==> src/rtl/rail_seq_pkg.sv <==
package rail_seq_pkg;

    typedef enum logic [2:0] {
        ST_IDLE,
        ST_CORE,
        ST_RAMP,
        ST_MEMW,
        ST_RUN,
        ST_PROT
    } seq_st_e;

    localparam logic [1:0] FLT_NONE = 2'd0;
    localparam logic [1:0] FLT_5V   = 2'd1;
    localparam logic [1:0] FLT_12V  = 2'd2;
    localparam logic [1:0] FLT_8V6  = 2'd3;

    localparam int RAIL_5V   = 0;
    localparam int RAIL_12V  = 1;
    localparam int RAIL_8V6  = 2;
    localparam int RAIL_CORE = 3;
    localparam int NUM_RAILS = 4;

endpackage

==> src/rtl/rs_sync.sv <==
module rs_sync #(
    parameter int W      = 1,
    parameter int STAGES = 2
) (
    input  logic         clk,
    input  logic         rst_n,
    input  logic [W-1:0] d_i,
    output logic [W-1:0] q_o
);
    logic [STAGES-1:0][W-1:0] chain_q;

    always_ff @(posedge clk or negedge rst_n) begin
        if (!rst_n) chain_q[0] <= '0;
        else        chain_q[0] <= d_i;
    end

    for (genvar s = 1; s < STAGES; s++) begin : g_stage
        always_ff @(posedge clk or negedge rst_n) begin
            if (!rst_n) chain_q[s] <= '0;
            else        chain_q[s] <= chain_q[s-1];
        end
    end

    assign q_o = chain_q[STAGES-1];
endmodule

==> src/rtl/rs_poll_timer.sv <==
// Counts ticks since the main rails were switched on and marks sample points.
module rs_poll_timer #(
    parameter int SETTLE_MS = 50,
    parameter int POLL_MS   = 40,
    parameter int CAP_MS    = 6300,
    parameter int TW        = 13
) (
    input  logic          clk,
    input  logic          rst_n,
    input  logic          run_i,
    input  logic          tick_i,
    output logic          step_o,
    output logic [TW-1:0] ms_next_o,
    output logic          poll_o
);
    localparam int PW = (POLL_MS > 1) ? $clog2(POLL_MS) : 1;
    localparam logic [TW-1:0] SETTLE_T = TW'(SETTLE_MS);
    localparam logic [TW-1:0] CAP_T    = TW'(CAP_MS);
    localparam logic [PW-1:0] LAST_PH  = PW'(POLL_MS - 1);

    typedef struct packed {
        logic [TW-1:0] ms;
        logic [PW-1:0] ph;
    } tmr_t;

    tmr_t r_q, r_d;

    always_comb begin
        r_d       = r_q;
        step_o    = tick_i & run_i & (r_q.ms < CAP_T);
        ms_next_o = r_q.ms + TW'(1);
        poll_o    = 1'b0;
        if (!run_i) begin
            r_d.ms = '0;
            r_d.ph = '0;
        end else if (step_o) begin
            r_d.ms = ms_next_o;
            if (ms_next_o == SETTLE_T) begin
                poll_o = 1'b1;
                r_d.ph = '0;
            end else if (ms_next_o > SETTLE_T) begin
                if (r_q.ph == LAST_PH) begin
                    poll_o = 1'b1;
                    r_d.ph = '0;
                end else begin
                    r_d.ph = r_q.ph + PW'(1);
                end
            end
        end
    end

    always_ff @(posedge clk or negedge rst_n) begin
        if (!rst_n) r_q <= '0;
        else        r_q <= r_d;
    end
endmodule

==> src/rtl/rs_rail_watch.sv <==
// Per-rail edge capture; a rail is confirmed at the first sample after a rise.
module rs_rail_watch (
    input  logic clk,
    input  logic rst_n,
    input  logic clr_i,
    input  logic lvl_i,
    input  logic poll_i,
    output logic good_o
);
    typedef struct packed {
        logic prev;
        logic seen;
        logic good;
    } watch_t;

    watch_t r_q, r_d;
    logic   rise;

    always_comb begin
        rise       = lvl_i & ~r_q.prev;
        good_o     = r_q.good | (poll_i & (r_q.seen | rise));
        r_d.prev   = lvl_i;
        r_d.seen   = clr_i ? 1'b0 : (r_q.seen | rise);
        r_d.good   = clr_i ? 1'b0 : good_o;
    end

    always_ff @(posedge clk or negedge rst_n) begin
        if (!rst_n) r_q <= '0;
        else        r_q <= r_d;
    end
endmodule

==> src/rtl/rail_bringup_seq.sv <==
module rail_bringup_seq
    import rail_seq_pkg::*;
#(
    parameter int SETTLE_MS  = 50,
    parameter int POLL_MS    = 40,
    parameter int DL_5V_MS   = 2900,
    parameter int DL_12V_MS  = 2900,
    parameter int DL_8V6_MS  = 6300,
    parameter int MEM_DLY_MS = 2,
    parameter int SYNC_STG   = 2
) (
    input  logic       clk,
    input  logic       rst_n,
    input  logic       tick_ms,
    input  logic       mains_ok,
    input  logic       det_5v,
    input  logic       det_8v6,
    input  logic       det_12v,
    input  logic       det_core,
    input  logic       prot_in,
    output logic       core_en,
    output logic       mode_a_n,
    output logic       mode_b_n,
    output logic       cpu_rst,
    output logic       audio_en,
    output logic       audio_rst,
    output logic       mem_pwr,
    output logic       ready,
    output logic       prot_stop,
    output logic       err_8v6,
    output logic [1:0] fault_code
);
    localparam int MAX_A  = (DL_5V_MS > DL_12V_MS) ? DL_5V_MS : DL_12V_MS;
    localparam int CAP_MS = (MAX_A > DL_8V6_MS) ? MAX_A : DL_8V6_MS;
    localparam int TW     = $clog2(CAP_MS + 1);
    localparam int MW     = (MEM_DLY_MS > 1) ? $clog2(MEM_DLY_MS + 1) : 1;
    localparam int NSYNC  = NUM_RAILS + 2;
    localparam logic [TW-1:0] DL5_T  = TW'(DL_5V_MS);
    localparam logic [TW-1:0] DL12_T = TW'(DL_12V_MS);
    localparam logic [TW-1:0] DL86_T = TW'(DL_8V6_MS);
    localparam logic [MW-1:0] MEM_T  = MW'(MEM_DLY_MS);

    typedef struct packed {
        seq_st_e       st;
        logic [1:0]    fault;
        logic          err86;
        logic [MW-1:0] md;
    } ctl_t;

    ctl_t r_q, r_d;

    logic [NUM_RAILS-1:0] det_raw, det_s, good;
    logic [NSYNC-1:0]     sync_in, sync_out;
    logic                 mains_s, prot_s;
    logic                 run, clr, step, poll;
    logic [TW-1:0]        ms_next;
    logic                 miss5, miss12, miss86, all_good, in_start;

    // Rail order fixes the index used by the watchers.
    always_comb begin
        det_raw            = '0;
        det_raw[RAIL_5V]   = det_5v;
        det_raw[RAIL_12V]  = det_12v;
        det_raw[RAIL_8V6]  = det_8v6;
        det_raw[RAIL_CORE] = det_core;
    end

    assign sync_in = {prot_in, mains_ok, det_raw};

    rs_sync #(.W(NSYNC), .STAGES(SYNC_STG)) u_sync (
        .clk   (clk),
        .rst_n (rst_n),
        .d_i   (sync_in),
        .q_o   (sync_out)
    );

    assign det_s   = sync_out[NUM_RAILS-1:0];
    assign mains_s = sync_out[NUM_RAILS];
    assign prot_s  = sync_out[NUM_RAILS+1];

    assign run = (r_q.st == ST_RAMP) || (r_q.st == ST_MEMW) || (r_q.st == ST_RUN);
    assign clr = (r_q.st == ST_IDLE) || (r_q.st == ST_CORE);

    rs_poll_timer #(
        .SETTLE_MS (SETTLE_MS),
        .POLL_MS   (POLL_MS),
        .CAP_MS    (CAP_MS),
        .TW        (TW)
    ) u_timer (
        .clk       (clk),
        .rst_n     (rst_n),
        .run_i     (run),
        .tick_i    (tick_ms),
        .step_o    (step),
        .ms_next_o (ms_next),
        .poll_o    (poll)
    );

    for (genvar g = 0; g < NUM_RAILS; g++) begin : g_rail
        rs_rail_watch u_watch (
            .clk    (clk),
            .rst_n  (rst_n),
            .clr_i  (clr),
            .lvl_i  (det_s[g]),
            .poll_i (poll),
            .good_o (good[g])
        );
    end

    assign miss5    = step && (ms_next == DL5_T)  && !good[RAIL_5V];
    assign miss12   = step && (ms_next == DL12_T) && !good[RAIL_12V];
    assign miss86   = step && (ms_next == DL86_T) && !good[RAIL_8V6];
    assign all_good = good[RAIL_5V] & good[RAIL_12V] & good[RAIL_CORE];
    assign in_start = (r_q.st == ST_CORE) || (r_q.st == ST_RAMP) || (r_q.st == ST_MEMW);

    always_comb begin
        r_d = r_q;
        if (in_start && prot_s) begin
            r_d.st = ST_PROT;
        end else begin
            unique case (r_q.st)
                ST_IDLE: if (mains_s) r_d.st = ST_CORE;
                ST_CORE: if (tick_ms) r_d.st = ST_RAMP;
                ST_RAMP: begin
                    if (miss5) begin
                        r_d.st    = ST_PROT;
                        r_d.fault = FLT_5V;
                    end else if (miss12) begin
                        r_d.st    = ST_PROT;
                        r_d.fault = FLT_12V;
                    end else if (poll && all_good) begin
                        r_d.st = ST_MEMW;
                        r_d.md = '0;
                    end
                end
                ST_MEMW: begin
                    if (tick_ms) begin
                        if (r_q.md + MW'(1) == MEM_T) r_d.st = ST_RUN;
                        else                          r_d.md = r_q.md + MW'(1);
                    end
                end
                ST_RUN:  r_d.st = ST_RUN;
                ST_PROT: r_d.st = ST_PROT;
                default: r_d.st = ST_PROT;
            endcase
        end
        if (miss86 && (r_d.st != ST_PROT)) begin
            r_d.err86 = 1'b1;
            if (r_d.fault == FLT_NONE) r_d.fault = FLT_8V6;
        end
    end

    always_ff @(posedge clk or negedge rst_n) begin
        if (!rst_n) begin
            r_q.st    <= ST_IDLE;
            r_q.fault <= FLT_NONE;
            r_q.err86 <= 1'b0;
            r_q.md    <= '0;
        end else begin
            r_q <= r_d;
        end
    end

    assign core_en    = (r_q.st != ST_IDLE) && (r_q.st != ST_PROT);
    assign mode_a_n   = !run;
    assign mode_b_n   = !run;
    assign cpu_rst    = !run;
    assign audio_en   = (r_q.st != ST_PROT);
    assign audio_rst  = (r_q.st != ST_PROT);
    assign mem_pwr    = !((r_q.st == ST_MEMW) || (r_q.st == ST_RUN));
    assign ready      = (r_q.st == ST_RUN);
    assign prot_stop  = (r_q.st == ST_PROT);
    assign err_8v6    = r_q.err86;
    assign fault_code = r_q.fault;
endmodule

==> config.mk <==
export PLATFORM = sky130hd
export DESIGN_NAME = rail_bringup_seq
export DESIGN_NICKNAME = d
export VERILOG_FILES = /design/src/rtl/rail_seq_pkg.sv /design/src/rtl/rs_sync.sv /design/src/rtl/rs_poll_timer.sv /design/src/rtl/rs_rail_watch.sv /design/src/rtl/rail_bringup_seq.sv
export SDC_FILE = /design/constraint.sdc
export NUM_CORES = 1
export LEC_CHECK = 0
export CELL_PAD_IN_SITES_DETAIL_PLACEMENT = 1
export CELL_PAD_IN_SITES_GLOBAL_PLACEMENT = 1
export CORE_MARGIN = 2
export CORE_UTILIZATION = 40
export CTS_CLUSTER_SIZE = 10
export DETAILED_ROUTE_END_ITERATION = 8
export PLACE_DENSITY_LB_ADDON = 0.3
export SLEW_MARGIN = 0
export SYNTH_ARGS = -nofsm -noshare
export SYNTH_HDL_FRONTEND = slang
export SYNTH_SLANG_ARGS = --single-unit
==> constraint.sdc <==
create_clock -name clk -period 2.6 [get_ports clk]
set_input_delay 0.78 -clock clk [delete_from_list [all_inputs] [get_ports clk]]
set_output_delay 0.78 -clock clk [all_outputs]
set_load 0.005 [all_outputs]
==> metrics <==
detailed placement HPWL=5.697 mm; setup violators final=11; commonest non-fill, non-tap cell in the layout=buf_4; RSZ-0062 raised after global routing=yes; CP max FO=6; number of global-route vias before repair=2609; routed wl met2=5.052 mm; CTS tree=done; Initial DRC Count=158; PwrDens=339.9 nW/um^2; status=finished, violations left; IO Port Bufs=20; CTS Buffer Depth=2; hold_buf cts=0; synth unique cells=69; Max stage delay cell, worst path=dfrtp_1; top layer in use=met4; Max-cap violations=0; Area after DPL=3432 um^2; Die X=88.53 um; synthesized area=2858 um^2; first-pass GRT wire length=13.25 mm; crit path from=u_timer.r_q[6]$_DFFE_PN0P_; vias per std cell=5.675; Max Clock Freq=358.1 MHz; Routed Antenna Nets=0; Post-synth EDFFs=0; dpl cells=448; root buf cell=clkbuf_8; RR Startpoint=u_timer.r_q[6]$_DFFE_PN0P_; Layout Cell Area excl Fill=4010 um^2; core area=6869 um^2; drt pass-1 iters=4; die height=88.53 um; grt total ovfl=0; largest net degree at the start of global routing=26; FF+latch area=1276 um^2; initial core utilization=41.60%; Area Growth Syn to Fin=40.32%; Rows=30; post-synthesis register bit count=51; Final Instance Count excl. Fillers=480; failing checks=negative setup slack; IO Pins=21; multi-input logic area=1609 um^2; Post-Syn Area per Cell=9.655 um^2; total wire length=9.894 mm; synthesized net count=309; most used cell, CP=buf_4; headroom to the max-slew limit=50.90%; ys flop type=dfrtp_1; WS Path Type=reg -> reg; Synth Instances=296; Setup WS pre-CTS=-224.0 ps; die area=7837 um^2; DR vias=2724; slew at the pin with the worst max-slew slack=730.8 ps; Num CTS Buffers=5; period utilisation layout=107.4%; DR DRC count=0; CP Capture Type=register; setup TNS=-1123 ps; routability cong.=0.8140; Fillers=772; startpoint types=register; Final Max Tran Viols=0; initial antenna violation count=0; fin nets=396; Ys Warns=0; wire length per cell=20.61 um; fraction of layout cells with a size suffix above 1=38.28%; Seq/Total Area, Yosys=44.66%; Layout Utilization=58.38%; Skew-Pair Late Insertion Delay=320 ps; Worst EP arrival=3000 ps; final hold viol count=0; # clock sinks=51; Total GRT Usage=21.97%; Lkg Pwr=1.735 nW; worst hold path type=reg -> reg; Final Worst Setup Slack=-192.6 ps; commonest cells after routing, fill and taps aside=buf_4, dfrtp_1, nor2_1; H-tree levels=2; n_diodes=0; CP peak stage delay=440 ps; worst path cell trace=ha_4, buf_6, a2111oi_4, a21oi_1, a22o_1, buf_4, buf_4, o2111ai_1, o211ai_1, buf_4, nor3_1, o31ai_1; Clock transition at path regs=110 ps; asr flop ratio synth=100.0%; maximum VDD drop=0.2126 mV; min cycle time layout=2793 ps; critical path required time=2800 ps; skew final=12.27 ps; DR WL met3=342 um; Min-Delay Startpoint=u_sync.chain_q[3]$_DFF_PN0_; Met1 Routed Length=4.256 mm
## what timing repair did
action	4_1_cts	5_1_grt
gates cloned	0	0
setup buffers	8	17
pin swaps	17	23
resized for setup	24	47
setup endpoints to repair	12	22
## per-layer routing
layer	track usage [%]	up-vias
li1	-	1223
met1	29.60	1407
met2	37.12	70
met3	3.731	24
met4	5.234	0
met5	0	-
## area by class of cell
cell class,count,area share (%)
clock inverter,3,0.5928
inverter,15,1.404
tap,96,2.995
sequential,51,31.83
clock buffer,5,1.716
timing repair buffer,102,21.34
multi-input combinational,208,40.12
## power breakdown
| group | internal (W) | leakage, nW | switching [W] | total [W] |
|---|---|---|---|---|
| clock | 0.000195 | 0.0461 | 0.000306 | 0.000502 |
| sequential | 0.000805 | 0.639 | 0.00000535 | 0.000810 |
| combinational | 0.0000200 | 1.05 | 0.0000312 | 0.0000512 |
| total | 0.00102 | 1.74 | 0.000343 | 0.00136 |
## worst paths after layout
check,to,slack [ps],depth (start not counted)
worst max-delay path,fault_code[0]$_DFF_PN0_,-190,12
worst min-delay path,u_sync.q_o[3]$_DFF_PN0_,350,0
worst max register to register,fault_code[0]$_DFF_PN0_,-190,12
worst min register to register,u_sync.q_o[3]$_DFF_PN0_,350,0
max in group asynchronous,u_timer.r_q[9]$_DFFE_PN0P_,1510,2
min in group asynchronous,g_rail[2].u_watch.r_q[1]$_DFF_PN0_,440,1
## synth_stat cells, drive strengths merged (7+ instances only)
cell type	instances	area share, %
nand2	21	2.8
o21ai	11	1.9
nand4	7	1.5
nand2b	8	1.8
nor2	28	3.7
buf	13	4.0
inv	14	1.8
a21oi	16	2.8
nand3	8	1.4
clkbuf	9	2.3
dfrtp	51	45
xor2	9	2.8
## cell families (layout without fill, tap and decap cells)
family / count (synthesis) / after routing / synth area share (%)
simple gates: 113 / 113 / 21.80
compound gates: 71 / 71 / 17.16
flops: 51 / 51 / 44.66
buf+inv: 37 / 125 / 8.231
xor+xnor: 15 / 15 / 4.597
mux: 5 / 5 / 1.795
fa+ha+maj: 4 / 4 / 1.751
## critical path, delay by kind of cell, from the launching register on
| kind | cells | cell delay (ps) |
|---|---|---|
| compound gates | 6 | 1100 |
| fa+ha+maj | 1 | 210 |
| flops | 1 | 440 |
| simple gates | 1 | 300 |
| buf+inv | 4 | 600 |
## metrics by stage
step                total power (W)  hold slack, ps
finish                     0.001363           345.6
global route               0.001403           358.8
CTS                        0.001363           356.6
detailed placement        0.0008739           336.4
global placement          0.0008718           333.7
floorplan                 0.0008321           331.2
## sequential cells by signal, summed over array words and instances, names as in the netlist
register / count
fault_code: 2
g_rail.u_watch.r_q: 12
r_q: 5
err_8v6: 1
u_sync.q_o: 6
u_sync.chain_q: 6
u_timer.r_q: 19
No activity file was read; power rests on OpenSTA's default activity.
